--- src/rtl/phy_scan_pkg.sv ---
package phy_scan_pkg;
  localparam logic [4:0] REG_STAT = 5'd1;
  localparam logic [4:0] REG_ADV  = 5'd4;
  localparam logic [4:0] REG_LPA  = 5'd5;
  localparam int         FD_BIT   = 9;

  typedef enum logic [2:0] {
    ST_BOOT, ST_IDLE, ST_PROBE, ST_ADV, ST_PART
  } scan_state_t;

  function automatic logic phy_present(input logic [15:0] stat);
    return (stat != 16'hFFFF) && (stat != 16'h0000);
  endfunction

  function automatic logic duplex_resolve(input logic [15:0] lpa, input logic [15:0] adv_w);
    logic [15:0] neg;
    neg = lpa & adv_w;
    return neg[8] || (neg[8:6] == 3'b001);
  endfunction

  function automatic logic [31:0] merge_cfg(input logic [31:0] cfg, input logic fd);
    logic [31:0] r;
    r = cfg;
    r[FD_BIT] = fd;
    return r;
  endfunction
endpackage

--- src/rtl/phy_found_list.sv ---
module phy_found_list #(
  parameter int MAX_PHY = 4,
  parameter int ADDR_W  = 5,
  localparam int CNT_W  = $clog2(MAX_PHY + 1)
) (
  input  logic                      clk,
  input  logic                      rst_n,
  input  logic                      clear,
  input  logic                      push,
  input  logic [ADDR_W-1:0]         push_addr,
  output logic [CNT_W-1:0]          cnt,
  output logic [MAX_PHY*ADDR_W-1:0] list_flat
);
  always_ff @(posedge clk or negedge rst_n) begin
    if (!rst_n)     cnt <= '0;
    else if (clear) cnt <= '0;
    else if (push)  cnt <= cnt + 1'b1;
  end

  for (genvar k = 0; k < MAX_PHY; k++) begin : g_slot
    logic [ADDR_W-1:0] slot_q;
    always_ff @(posedge clk or negedge rst_n) begin
      if (!rst_n)                               slot_q <= '0;
      else if (clear)                           slot_q <= '0;
      else if (push && (cnt == CNT_W'(k)))      slot_q <= push_addr;
    end
    assign list_flat[k*ADDR_W +: ADDR_W] = slot_q;
  end

  // never more than MAX_PHY entries
  a_r4_no_overflow: assert property (@(posedge clk) disable iff (!rst_n)
    push |-> (cnt < CNT_W'(MAX_PHY)));
endmodule

--- src/rtl/duplex_unit.sv ---
module duplex_unit
  import phy_scan_pkg::*;
(
  input  logic        clk,
  input  logic        rst_n,
  input  logic        update,
  input  logic        lock,
  input  logic [15:0] lpa,
  input  logic [15:0] adv_w,
  input  logic [31:0] cfg_in,
  output logic        full_dup,
  output logic [31:0] cfg_out
);
  logic apply;
  assign apply = update && !lock && (lpa != 16'hFFFF);

  always_ff @(posedge clk or negedge rst_n) begin
    if (!rst_n)     full_dup <= 1'b0;
    else if (apply) full_dup <= duplex_resolve(lpa, adv_w);
  end

  assign cfg_out = merge_cfg(cfg_in, full_dup);

  // a locked or all-ones partner read leaves the decision alone
  a_r8_hold_on_lock: assert property (@(posedge clk) disable iff (!rst_n)
    (update && (lock || lpa == 16'hFFFF)) |=> $stable(full_dup));
  a_r8_only_on_update: assert property (@(posedge clk) disable iff (!rst_n)
    !update |=> $stable(full_dup));
endmodule

--- src/rtl/phy_scan_top.sv ---
module phy_scan_top
  import phy_scan_pkg::*;
#(
  parameter int MAX_PHY    = 4,
  parameter int ADDR_W     = 5,
  parameter int FIRST_ADDR = 1,
  parameter int LAST_ADDR  = 31,
  localparam int CNT_W     = $clog2(MAX_PHY + 1)
) (
  input  logic                      clk,
  input  logic                      rst_n,
  input  logic                      start,
  input  logic                      dup_lock,
  input  logic [31:0]               cfg_in,
  output logic                      mdio_req,
  output logic [ADDR_W-1:0]         mdio_phy,
  output logic [4:0]                mdio_reg,
  input  logic                      mdio_done,
  input  logic [15:0]               mdio_rdata,
  output logic                      busy,
  output logic [CNT_W-1:0]          phy_cnt,
  output logic                      phy_found,
  output logic                      no_phy,
  output logic [ADDR_W-1:0]         first_phy,
  output logic [MAX_PHY*ADDR_W-1:0] phy_list,
  output logic [15:0]               adv,
  output logic                      full_dup,
  output logic [31:0]               cfg_out
);
  localparam logic [ADDR_W-1:0] A_FIRST = ADDR_W'(FIRST_ADDR);
  localparam logic [ADDR_W-1:0] A_LAST  = ADDR_W'(LAST_ADDR);

  scan_state_t        st;
  logic [ADDR_W-1:0]  addr_q;

  logic rsp_ok, restart, probe_hit, probe_miss, adv_take, part_take;
  logic cnt_full, scan_end;

  assign restart    = start || (st == ST_BOOT);
  assign rsp_ok     = mdio_req && mdio_done;
  assign probe_hit  = (st == ST_PROBE) && rsp_ok && phy_present(mdio_rdata);
  assign probe_miss = (st == ST_PROBE) && rsp_ok && !phy_present(mdio_rdata);
  assign adv_take   = (st == ST_ADV) && rsp_ok;
  assign part_take  = (st == ST_PART) && rsp_ok;
  assign cnt_full   = (phy_cnt == CNT_W'(MAX_PHY));
  assign scan_end   = (addr_q == A_LAST) || cnt_full;

  always_ff @(posedge clk or negedge rst_n) begin
    if (!rst_n) begin
      st     <= ST_BOOT;
      addr_q <= A_FIRST;
      adv    <= '0;
      no_phy <= 1'b0;
    end else if (restart) begin
      st     <= ST_PROBE;
      addr_q <= A_FIRST;
      adv    <= '0;
      no_phy <= 1'b0;
    end else begin
      if (probe_hit) st <= ST_ADV;
      if (adv_take) adv <= mdio_rdata;
      if (probe_miss || adv_take) begin
        if (scan_end) begin
          if (phy_cnt == '0) begin
            st     <= ST_IDLE;
            no_phy <= 1'b1;
          end else begin
            st <= ST_PART;
          end
        end else begin
          st     <= ST_PROBE;
          addr_q <= addr_q + 1'b1;
        end
      end
      if (part_take) st <= ST_IDLE;
    end
  end

  always_comb begin
    mdio_req = (st == ST_PROBE) || (st == ST_ADV) || (st == ST_PART);
    unique case (st)
      ST_ADV:  mdio_reg = REG_ADV;
      ST_PART: mdio_reg = REG_LPA;
      default: mdio_reg = REG_STAT;
    endcase
    mdio_phy = (st == ST_PART) ? first_phy : addr_q;
  end

  assign busy      = (st != ST_IDLE);
  assign phy_found = (phy_cnt != '0);
  assign first_phy = phy_list[ADDR_W-1:0];

  phy_found_list #(.MAX_PHY(MAX_PHY), .ADDR_W(ADDR_W)) u_list (
    .clk(clk), .rst_n(rst_n), .clear(restart), .push(probe_hit && !restart),
    .push_addr(addr_q), .cnt(phy_cnt), .list_flat(phy_list)
  );

  duplex_unit u_dup (
    .clk(clk), .rst_n(rst_n), .update(part_take && !restart), .lock(dup_lock),
    .lpa(mdio_rdata), .adv_w(adv), .cfg_in(cfg_in),
    .full_dup(full_dup), .cfg_out(cfg_out)
  );

  // request and its fields hold until done
  a_r2_hold_req: assert property (@(posedge clk) disable iff (!rst_n)
    (mdio_req && !mdio_done && !start) |=> (mdio_req && $stable(mdio_phy) && $stable(mdio_reg)));
  a_r2_addr_range: assert property (@(posedge clk) disable iff (!rst_n)
    mdio_req |-> (mdio_phy >= A_FIRST && mdio_phy <= A_LAST));
  // a hit is followed by an advertisement read of the same address
  a_r5_adv_follows: assert property (@(posedge clk) disable iff (!rst_n)
    (probe_hit && !start) |=> (mdio_req && mdio_reg == REG_ADV && $stable(mdio_phy)));
  // the partner read targets the first device found
  a_r6_part_addr: assert property (@(posedge clk) disable iff (!rst_n)
    (mdio_req && mdio_reg == REG_LPA) |-> (mdio_phy == first_phy && phy_found));
  // found and not-found are exclusive
  a_r10_exclusive: assert property (@(posedge clk) disable iff (!rst_n)
    !(phy_found && no_phy));
endmodule

--- config.mk ---
export PLATFORM = sky130hd
export DESIGN_NAME = phy_scan_top
export DESIGN_NICKNAME = d
export VERILOG_FILES = /design/src/rtl/phy_scan_pkg.sv /design/src/rtl/phy_found_list.sv /design/src/rtl/duplex_unit.sv /design/src/rtl/phy_scan_top.sv
export SDC_FILE = /design/constraint.sdc
export NUM_CORES = 1
export LEC_CHECK = 0
export ABC_AREA = 1
export BUFFER_PORTS_ARGS = -buffer_cell sky130_fd_sc_hd__buf_2
export CAP_MARGIN = 15
export CORE_UTILIZATION = 50
export CTS_CLUSTER_SIZE = 16
export DETAILED_ROUTE_END_ITERATION = 10
export PLACE_DENSITY = 0.86
export SLEW_MARGIN = 20
export SYNTH_ARGS = -nofsm -noshare
export SYNTH_HDL_FRONTEND = slang
export SYNTH_SLANG_ARGS = --single-unit
--- constraint.sdc ---
create_clock -name clk -period 2.8 [get_ports clk]
set_clock_uncertainty 0.1 [all_clocks]
set_input_delay 0.14 -clock clk [delete_from_list [all_inputs] [get_ports clk]]
set_output_delay 0.14 -clock clk [all_outputs]
set_load 0.02 [all_outputs]
==> results of run 1 <==
==> registers in the layout, indices dropped and copies added (netlist names) <==
name and cells:
u_list.g_slot.slot_q 20, adv 16, addr_q 5, st 3, u_list.cnt 3, no_phy 1, u_dup.full_dup 1
==> repair_timing <==
| action | CTS | global route |
|---|---|---|
| resized for setup | 0 | 0 |
| endpoints found under the hold margin | 54 | 0 |
| hold buffers | 7 | 0 |
==> routing by layer <==
layer,up-vias,GRT usage [%]
met5,-,0
met4,0,5.19
met3,9,5.41
met2,84,37.5
met1,1117,24.5
li1,1174,-
==> placed cells by master (no fill, tap or decap), types with 3 or more instances in the layout <==
master / n
buf_2: 76
inv_1: 53
nand2_1: 53
dfrtp_1: 48
nand3_1: 38
o21ai_0: 33
nor2_1: 30
o21ai_1: 17
ha_1: 7
dlygate4sd3_1: 7
clkbuf_8: 6
nand4_1: 4
nand2_4: 4
nand2_2: 3
clkinv_4: 3
conb_1: 3
==> final timing paths <==
path,from,end
worst max-delay path,st[0],adv[2]
min in group asynchronous,rst_n,adv[4]
worst min-delay path,mdio_rdata[10],adv[10]
worst min register to register,no_phy,no_phy
worst max register to register,st[0],adv[2]
max in group asynchronous,rst_n,adv[8]
==> power by group through the flow <==
stage,registers [mW],logic (mW),clock network [mW]
5_1_grt,0.956,1.06,0.479
3_5_place_dp,0.952,0.946,0
2_1_floorplan,1.06,0.658,0
3_3_place_gp,0.944,0.929,0
6_report,0.939,0.955,0.441
4_1_cts,0.940,0.956,0.453
==> kinds of logic (layout without fill, tap and decap cells) <==
family                     after synthesis  in the layout
and+or+nand+nor                        138            138
buffers and inverters                  105            150
AOI/OAI and AO/OA                       56             56
DFF                                     49             49
adders and majority gates                7              7
other                                    1              3
xor gates and xnor gates                 1              1
==> cell type report <==
type / instances / area, um2
clock buffer: 6 / 82.6
clock inverter: 2 / 13.8
fill: 524 / 2360
inverter: 57 / 224
multi-input combinational: 205 / 1080
sequential: 49 / 1230
tap: 72 / 90.1
timing repair buffer: 85 / 465
==> metrics by stage <==
| step | hold slack (ns) | area [um2] | instances | util [%] | setup slack (ns) |
|---|---|---|---|---|---|
| 2_1_floorplan | -0.256 | 2890 | 359 | - | 1.12 |
| 3_3_place_gp | 0.180 | 3010 | 461 | 54.4 | 0.952 |
| 3_5_place_dp | 0.180 | 3010 | 461 | 54.4 | 0.905 |
| 4_1_cts | 0.000135 | 3180 | 476 | 57.4 | 0.883 |
| 5_1_grt | 0.0118 | 3180 | 476 | 57.4 | 0.690 |
| 6_report | 0.00687 | 3180 | 476 | 57.4 | 0.876 |
==> worst max-delay path: stages (launching register included) <==
cell and delay [ns]:
dfrtp_1 0.46, nor2_1 0.13, nand2_1 0.09, nand2_4 0.13
clkinv_4 0.28, o21ai_4 0.38, nand3_1 0.14, o21ai_1 0.12
==> results.py, run 1 <==
metrics = {
    "run_status": {
        "status": "complete, no violations",
    },
    "drt": {
        "wl_met3_um": 383,
        "via_count": 2384,
        "dr.pass1.iters": 4,
        "drcViolationCount": 0,
        "drtAntennaViolNets": 0,
        "wl_met1_um": 2650,
        "highest_layer": "met4",
        "dr.first_iter.drc_count": 95,
        "avgRoutedWirePerCell_um": 12.5,
        "dr_wl_met2_um": 2830,
        "wl_um": 5930,
        "via_per_inst": 5.01,
    },
    "floorplanning": {
        "rows": 27,
        "die_w_um": 77.9,
        "coreArea_mm2": 0.00554,
        "die_area_mm2": 0.00607,
        "ios": 144,
        "die_h_um": 77.9,
        "initial_core_util_pct": 52.0,
    },
    "min_path": {
        "hold_depth": 3,
        "min_path_type": "input port to register",
    },
    "logic_synthesis": {
        "synth_mux_area_share_pct": 0,
        "synth_top_family_by_area": "simple AND/OR/NAND/NOR gates",
        "ys_warn_count": 0,
        "synthFlopType": "dfrtp_1",
        "synth_commonest_cells": "53 x inv_1, 53 x nand2_1, 48 x dfrtp_1",
        "async_reset_ff_share_pct": 100,
        "synth_area_leaders": "dfrtp_1 42%, buf_4 11%, inv_1 6.9%, nand2_1 6.9%, nand3_1 6.6%",
        "synth-adder-area-share_pct": 3.04,
        "synth-seq-cells": 49,
        "syn_area_mm2": 0.00288,
        "synth_top_area_cell": "dfrtp_1",
        "yosys.area_share.xor_xnor_pct": 0.304,
        "synth-simple-area-share_pct": 22.9,
        "synth_compound_area_share_pct": 10.8,
        "yosys.cell_types.count": 30,
        "postSynthAreaPerCell_um2": 8.07,
        "synth_edf_count": 0,
        "seq_area_frac_synth_pct": 42.6,
        "synth_top_area_share_pct": 41.7,
        "synthCells": 357,
    },
    "global_routing": {
        "grt.overflow.total": 0,
        "first_global_vias": 2254,
        "grt_pass1_wl_um": 10000,
        "grt_antenna_before_repair": 0,
        "track_usage_pct": 20.8,
        "grt_max_degree": 50,
    },
    "power": {
        "ir_drop_mv": 0.379,
        "switching_share_pct": 43.2,
        "seq_power_share_pct": 40.2,
        "power.share.clock_pct": 18.9,
        "power.total_mw": 2.33,
        "internal_power_mw": 1.33,
        "power.leakage_nw": 1.69,
        "p_per_area_mw_per_mm2": 734,
        "p_sw_mw": 1.01,
        "pwr-share-comb_pct": 40.9,
    },
    "sta": {
        "rsz0062_at_grt": "no",
        "worst_pin_slew_ns": 0.679,
        "drv_slew": 0,
        "setup_violations": 0,
        "clock.fmax_ghz": 0.520,
        "finalSetupTns_ns": 0,
        "period_share_pct": 68.7,
        "period_needed_ns": 1.92,
        "maxSlewHeadroom_pct": 54.6,
        "hold_viol_final": 0,
    },
    "setup_path": {
        "required_ns": 2.94,
        "path_class": "register to register",
        "end_kind": "register",
        "r2r_cells": 7,
        "start_kind": "register",
        "critPathArrivalTime_ns": 2.06,
        "r2r_setup_slack_ns": 0.88,
        "cp_max_fo": 43,
    },
    "clocking": {
        "cts_tree": "done",
        "cts_buffers": 5,
        "clkTransAtPathRegs_ns": 0.10,
        "root_buffer": "clkbuf_8",
        "clkLatencyLatePin_ns": 0.31,
        "cts_sinks": 49,
        "cts_buffer_depth": 2,
        "h-tree-depth": 2,
        "post-cts-setup-buffers": 0,
    },
    "layout": {
        "areaGrowthSynthToFinish_pct": 10.4,
        "drive_gt1_share_pct": 26.0,
        "fin_nets": 463,
        "num_antenna_cells": 0,
    },
    "placed_design": {
        "place_congestion": 0.824,
        "portBuffers": 77,
        "place_hpwl_um": 4240,
    },
    "flow_run": {
        "cap_violations": 0,
    },
}
Note: power is estimated with default switching activity, not from simulation.
==> run 2, diff against run 1 <==
--- a/config.mk
+++ b/config.mk
@@ -8,10 +8,10 @@
 export ABC_AREA = 1
 export BUFFER_PORTS_ARGS = -buffer_cell sky130_fd_sc_hd__buf_2
 export CAP_MARGIN = 15
-export CORE_UTILIZATION = 50
+export CORE_UTILIZATION = 46
 export CTS_CLUSTER_SIZE = 16
 export DETAILED_ROUTE_END_ITERATION = 10
-export PLACE_DENSITY = 0.86
+export PLACE_DENSITY = 0.8
 export SLEW_MARGIN = 20
 export SYNTH_ARGS = -nofsm -noshare
 export SYNTH_HDL_FRONTEND = slang
==> constraint.sdc (replaced) <==
create_clock -name clk -period 2 [get_ports clk]
set_clock_uncertainty 0.1 [all_clocks]
set_input_delay 0.1 -clock clk [delete_from_list [all_inputs] [get_ports clk]]
set_output_delay 0.1 -clock clk [all_outputs]
set_load 0.02 [all_outputs]
==> results.py, run 2 (same netlist as run 1, synthesis figures left out) <==
metrics = {
    "floorplanning": {
        "coreArea_mm2": 0.00599,
        "die_h_um": 81.1,
        "ios": 144,
        "die_area_mm2": 0.00658,
        "rows": 28,
        "die_w_um": 81.1,
        "initial_core_util_pct": 48.1,
    },
    "global_routing": {
        "track_usage_pct": 21.5,
        "grt_max_degree": 50,
        "grt.overflow.total": 0,
        "grt_pass1_wl_um": 10700,
        "first_global_vias": 2373,
        "grt_antenna_before_repair": 0,
    },
    "drt": {
        "avgRoutedWirePerCell_um": 13.3,
        "dr.first_iter.drc_count": 106,
        "drcViolationCount": 0,
        "via_count": 2443,
        "wl_um": 6570,
        "drtAntennaViolNets": 0,
        "via_per_inst": 4.95,
        "dr.pass1.iters": 4,
    },
    "clocking": {
        "clkTransAtPathRegs_ns": 0.09,
        "root_buffer": "clkbuf_8",
        "cts_tree": "done",
        "cts_buffer_depth": 2,
        "cts_sinks": 49,
        "clkLatencyLatePin_ns": 0.31,
        "h-tree-depth": 2,
        "cts_buffers": 5,
    },
    "sta": {
        "drv_slew": 0,
        "rsz0062_at_grt": "no",
        "hold_viol_final": 0,
        "period_share_pct": 91.7,
        "setup_violations": 0,
        "finalSetupTns_ns": 0,
        "period_needed_ns": 1.83,
        "clock.fmax_ghz": 0.546,
    },
    "setup_path": {
        "critPathArrivalTime_ns": 1.63,
        "crit_buf_inv": 4,
        "max_stage_delay_ns": 0.45,
        "crit_top_cell": "inv_1",
        "worst_path_max_delay_cell": "dfrtp_1",
        "end_kind": "output pin",
        "cp_max_fo": 6,
        "path_class": "register to output pin",
        "path_cells": "inv_1, ha_1, inv_1, nor2_1, inv_1, buf_2",
        "start_kind": "register",
        "required_ns": 1.80,
        "crit_family": "flip-flops",
    },
    "layout": {
        "reg.largest.list": "u_list.g_slot.slot_q x20, adv x16, addr_q x5",
        "regMostFlops": "u_list.g_slot.slot_q",
        "drive_gt1_share_pct": 26.0,
        "final_cell_mix": "77 x buf_2, 53 x inv_1, 53 x nand2_1",
        "num_antenna_cells": 0,
        "fin_nets": 478,
        "largest_reg_flops": 20,
        "final_common_cell": "buf_2",
        "fillers": 560,
        "areaGrowthSynthToFinish_pct": 16.2,
    },
    "power": {
        "p_per_area_mw_per_mm2": 1010,
        "power.total_mw": 3.39,
        "power.leakage_nw": 1.76,
        "ir_drop_mv": 0.567,
    },
    "run_status": {
        "status": "complete, no violations",
    },
    "flow_run": {
        "cap_violations": 0,
    },
    "placed_design": {
        "place_congestion": 0.791,
        "portBuffers": 77,
        "place_hpwl_um": 4580,
    },
    "min_path": {
        "min_path_type": "input port to register",
    },
}
-- run 2: cell count changes in the layout (fill, tap and decap cells not counted) --
cell	delta
dlygate4sd3_1	+11
buf_12	+2
buf_2	+1
buf_4	+1
clkinv_2	-1
clkinv_4	-1
clkinvlp_4	+1
inv_6	+1
-- run 2: routing by layer --
metal	vias to the layer above	track usage (%)	share of wire, %
met4	0	6.96	1.6
li1	1213	-	-
met1	1133	25.1	43
met3	10	4.83	6.3
met5	-	0	0
met2	87	38.9	49
-- run 2: final timing paths --
| kind | start | endpoint | slack [ns] | cells after the start |
|---|---|---|---|---|
| setup reg to reg | addr_q[1] | addr_q[3] | 0.20 | 8 |
| hold / removal | start | u_dup.full_dup | 0.1 | 6 |
| min in group asynchronous | rst_n | adv[1] | 0.20 | 3 |
| max in group asynchronous | rst_n | addr_q[0] | 1.33 | 3 |
| hold reg to reg | no_phy | no_phy | 0.40 | 1 |
| setup / recovery | u_list.cnt[0] | phy_found | 0.17 | 6 |
-- run 2: where the power goes --
group / switching, mW / internal [mW] / total, mW
combinational: 0.965 / 0.456 / 1.42
clock: 0.362 / 0.285 / 0.647
sequential: 0.144 / 1.17 / 1.32
total: 1.47 / 1.91 / 3.39
-- run 2: per-stage QoR --
stage	util [%]	cell area, um2	worst slack (ns)	instances	hold WS, ns
floorplan	-	2890	0.323	359	-0.296
global placement	51.3	3070	0.271	468	0.00647
detailed placement	51.3	3070	0.217	468	0.0131
finish	55.9	3350	0.167	494	0.0963
global route	55.9	3350	0.0160	494	0.100
CTS	55.9	3350	0.147	494	0.0854
-- run 2: area by class of cell --
cell class	count	area [um2]	area share (%)
clock buffers	6	82.6	2.47
clock inverters	2	16.3	0.486
inverters	57	224	6.69
multi-input cells	205	1080	32.2
flip-flops and latches	49	1230	36.6
well taps	75	93.8	2.80
repair buffers	100	628	18.8
-- run 2: what timing repair did --
item	CTS	global route
endpoints found under the hold margin	66	0
resized for setup	0	0
setup buffers	0	0
hold buffers	18	0
-- run 2: worst reg2reg max path, delay by kind of cell, from the launching register on --
kind | cells | cell delay, ns
AOI/OAI and AO/OA | 2 | 0.44
DFF | 1 | 0.41
adders and majority gates | 2 | 0.40
and+or+nand+nor | 3 | 0.30
buffers and inverters | 1 | 0.05
==> run 3, diff against run 2 <==
--- a/config.mk
+++ b/config.mk
@@ -6,7 +6,7 @@
 export NUM_CORES = 1
 export LEC_CHECK = 0
 export ABC_AREA = 1
-export BUFFER_PORTS_ARGS = -buffer_cell sky130_fd_sc_hd__buf_2
+export BUFFER_PORTS_ARGS = -buffer_cell sky130_fd_sc_hd__buf_4
 export CAP_MARGIN = 15
 export CORE_UTILIZATION = 46
 export CTS_CLUSTER_SIZE = 16
==> constraint.sdc (replaced) <==
create_clock -name clk -period 2 [get_ports clk]
set_clock_uncertainty 0.1 [all_clocks]
set_input_delay 0.3 -clock clk [delete_from_list [all_inputs] [get_ports clk]]
set_output_delay 0.3 -clock clk [all_outputs]
set_load 0.02 [all_outputs]
==> results.py, run 3 (same netlist as run 1, synthesis figures left out) <==
metrics = {
    "run_status": {
        "status": "complete, no violations",
    },
    "setup_path": {
        "critPathArrivalTime_ns": 1.50,
        "r2r_cells": 11,
        "cp_max_fo": 11,
        "r2r_start": "addr_q[0]",
        "end_kind": "output pin",
        "startpoint": "st[1]",
        "r2r_end": "st[1]",
        "critPathCapture": "mdio_phy[2]",
        "start_kind": "register",
        "required_ns": 1.60,
        "path_class": "register to output pin",
        "r2r_setup_slack_ns": 0.20,
    },
    "layout": {
        "drive_gt1_share_pct": 27.7,
        "areaGrowthSynthToFinish_pct": 16.8,
        "fin_nets": 460,
        "fillers": 559,
        "final_cell_mix": "79 x buf_4, 53 x inv_1, 53 x nand2_1",
        "register_area_mm2": 0.00123,
        "multiInputGateArea_mm2": 0.00111,
        "final_common_cell": "buf_4",
        "regMostFlops": "u_list.g_slot.slot_q",
        "num_antenna_cells": 0,
        "largest_reg_flops": 20,
        "reg.largest.list": "u_list.g_slot.slot_q x20, adv x16, addr_q x5",
    },
    "min_path": {
        "min_path_type": "input port to register",
    },
    "power": {
        "switching_share_pct": 42.5,
        "power.total_mw": 3.48,
        "p_per_area_mw_per_mm2": 1040,
        "pwr-share-comb_pct": 44.1,
        "power.share.clock_pct": 17.6,
        "internal_power_mw": 2.00,
        "seq_power_share_pct": 38.3,
        "power.leakage_nw": 1.71,
        "p_sw_mw": 1.48,
        "ir_drop_mv": 0.572,
    },
    "placed_design": {
        "portBuffers": 77,
        "dpl_worst_slack_ns": 0.197,
        "place_congestion": 0.807,
        "place_hpwl_um": 4610,
    },
    "drt": {
        "wl_met1_um": 2790,
        "dr.pass1.iters": 4,
        "avgRoutedWirePerCell_um": 13.5,
        "dr_wl_met2_um": 3110,
        "wl_um": 6430,
        "dr.first_iter.drc_count": 114,
        "via_per_inst": 5.00,
        "highest_layer": "met4",
        "drtAntennaViolNets": 0,
        "drcViolationCount": 0,
        "via_count": 2378,
        "wl_met3_um": 433,
    },
    "sta": {
        "hold_viol_final": 0,
        "worst_slack_ns": 0.101,
        "period_share_pct": 95.0,
        "period_needed_ns": 1.90,
        "rsz0062_at_grt": "no",
        "finalSetupTns_ns": 0,
        "clock.fmax_ghz": 0.526,
        "worst_pin_slew_ns": 0.620,
        "drv_slew": 0,
        "maxSlewHeadroom_pct": 58.7,
        "setup_violations": 0,
    },
    "clocking": {
        "h-tree-depth": 2,
        "root_buffer": "clkbuf_8",
        "cts_sinks": 49,
        "clkLatencyLatePin_ns": 0.30,
        "cts_tree": "done",
        "cts_buffers": 5,
        "clkTransAtPathRegs_ns": 0.09,
        "cts_buffer_depth": 2,
        "post-cts-setup-buffers": 0,
    },
    "global_routing": {
        "grt_antenna_before_repair": 0,
        "grt_pass1_wl_um": 10200,
        "grt.overflow.total": 0,
        "track_usage_pct": 20.2,
        "grt_max_degree": 50,
        "first_global_vias": 2298,
    },
    "floorplanning": {
        "rows": 28,
        "coreArea_mm2": 0.00599,
        "initial_core_util_pct": 48.1,
        "die_w_um": 81.1,
        "die_h_um": 81.1,
        "ios": 144,
        "die_area_mm2": 0.00658,
    },
    "flow_run": {
        "cap_violations": 0,
    },
}
==> run 3: changes by cell type in the layout (fill, tap and decap cells not counted), sizes merged <==
| cell | previous run | this run |
|---|---|---|
| buf | 82 | 80 |
| clkinv | 2 | 4 |
| inv | 56 | 55 |
| clkinvlp | 1 | 0 |
| dlygate4sd3 | 18 | 1 |
| o21ai | 52 | 53 |
==> run 3: through the flow <==
stage	cell area [um2]	instances	utilization, %	hold slack, ns
4_1_cts	3330	475	55.6	0.146
3_3_place_gp	3220	466	53.8	0.257
3_5_place_dp	3220	466	53.8	0.263
5_1_grt	3370	476	56.2	0.170
6_report	3370	476	56.2	0.157
2_1_floorplan	2890	359	-	-0.0956
==> run 3: final cells by class <==
type | instances | area share, %
Multi-Input combinational cell | 206 | 32.9
Timing Repair Buffer | 81 | 18.3
Clock buffer | 6 | 2.45
Inverter | 57 | 6.65
Tap cell | 75 | 2.79
Sequential cell | 49 | 36.5
Clock inverter | 2 | 0.409
==> run 3: timing repair <==
item                                    CTS  global route
endpoints found under the setup margin    1            17
resized for setup                         1             6
endpoints found under the hold margin    48             0
hold buffers                              1             0
pin swaps                                 0             1
cloned                                    0             1
==> run 3: worst max-delay path: stages (launching register included) <==
cell,delay (ns)
dfrtp_1,0.48
nor3_4,0.21
buf_6,0.16
nand2_1,0.05
o21ai_0,0.11
buf_4,0.19
==> run 3: worst min path at each step <==
| stage | slack [ns] | cells after the start | endpoint | startpoint |
|---|---|---|---|---|
| after floorplan | -0.1 | 0 | addr_q[1] | rst_n |
| after global placement | 0.26 | 1 | adv[9] | rst_n |
| after detailed placement | 0.26 | 1 | adv[9] | rst_n |
| after CTS | 0.15 | 3 | adv[5] | mdio_rdata[5] |
| after global routing | 0.17 | 3 | adv[5] | mdio_rdata[5] |
| final | 0.16 | 3 | adv[5] | mdio_rdata[5] |
==> run 3: power by group through the flow <==
stage | Sequential, mW | Combinational (mW) | Clock (mW)
after global placement | 1.33 | 1.46 | 0
after global routing | 1.36 | 1.68 | 0.665
after detailed placement | 1.35 | 1.49 | 0
after floorplan | 1.48 | 0.921 | 0
final | 1.33 | 1.54 | 0.615
after CTS | 1.33 | 1.50 | 0.634
==> run 3: layer usage <==
| layer | vias to the layer above | GRT usage [%] |
|---|---|---|
| li1 | 1175 | - |
| met3 | 9 | 4.83 |
| met4 | 0 | 6.43 |
| met2 | 88 | 35.6 |
| met5 | - | 0 |
| met1 | 1106 | 24.0 |
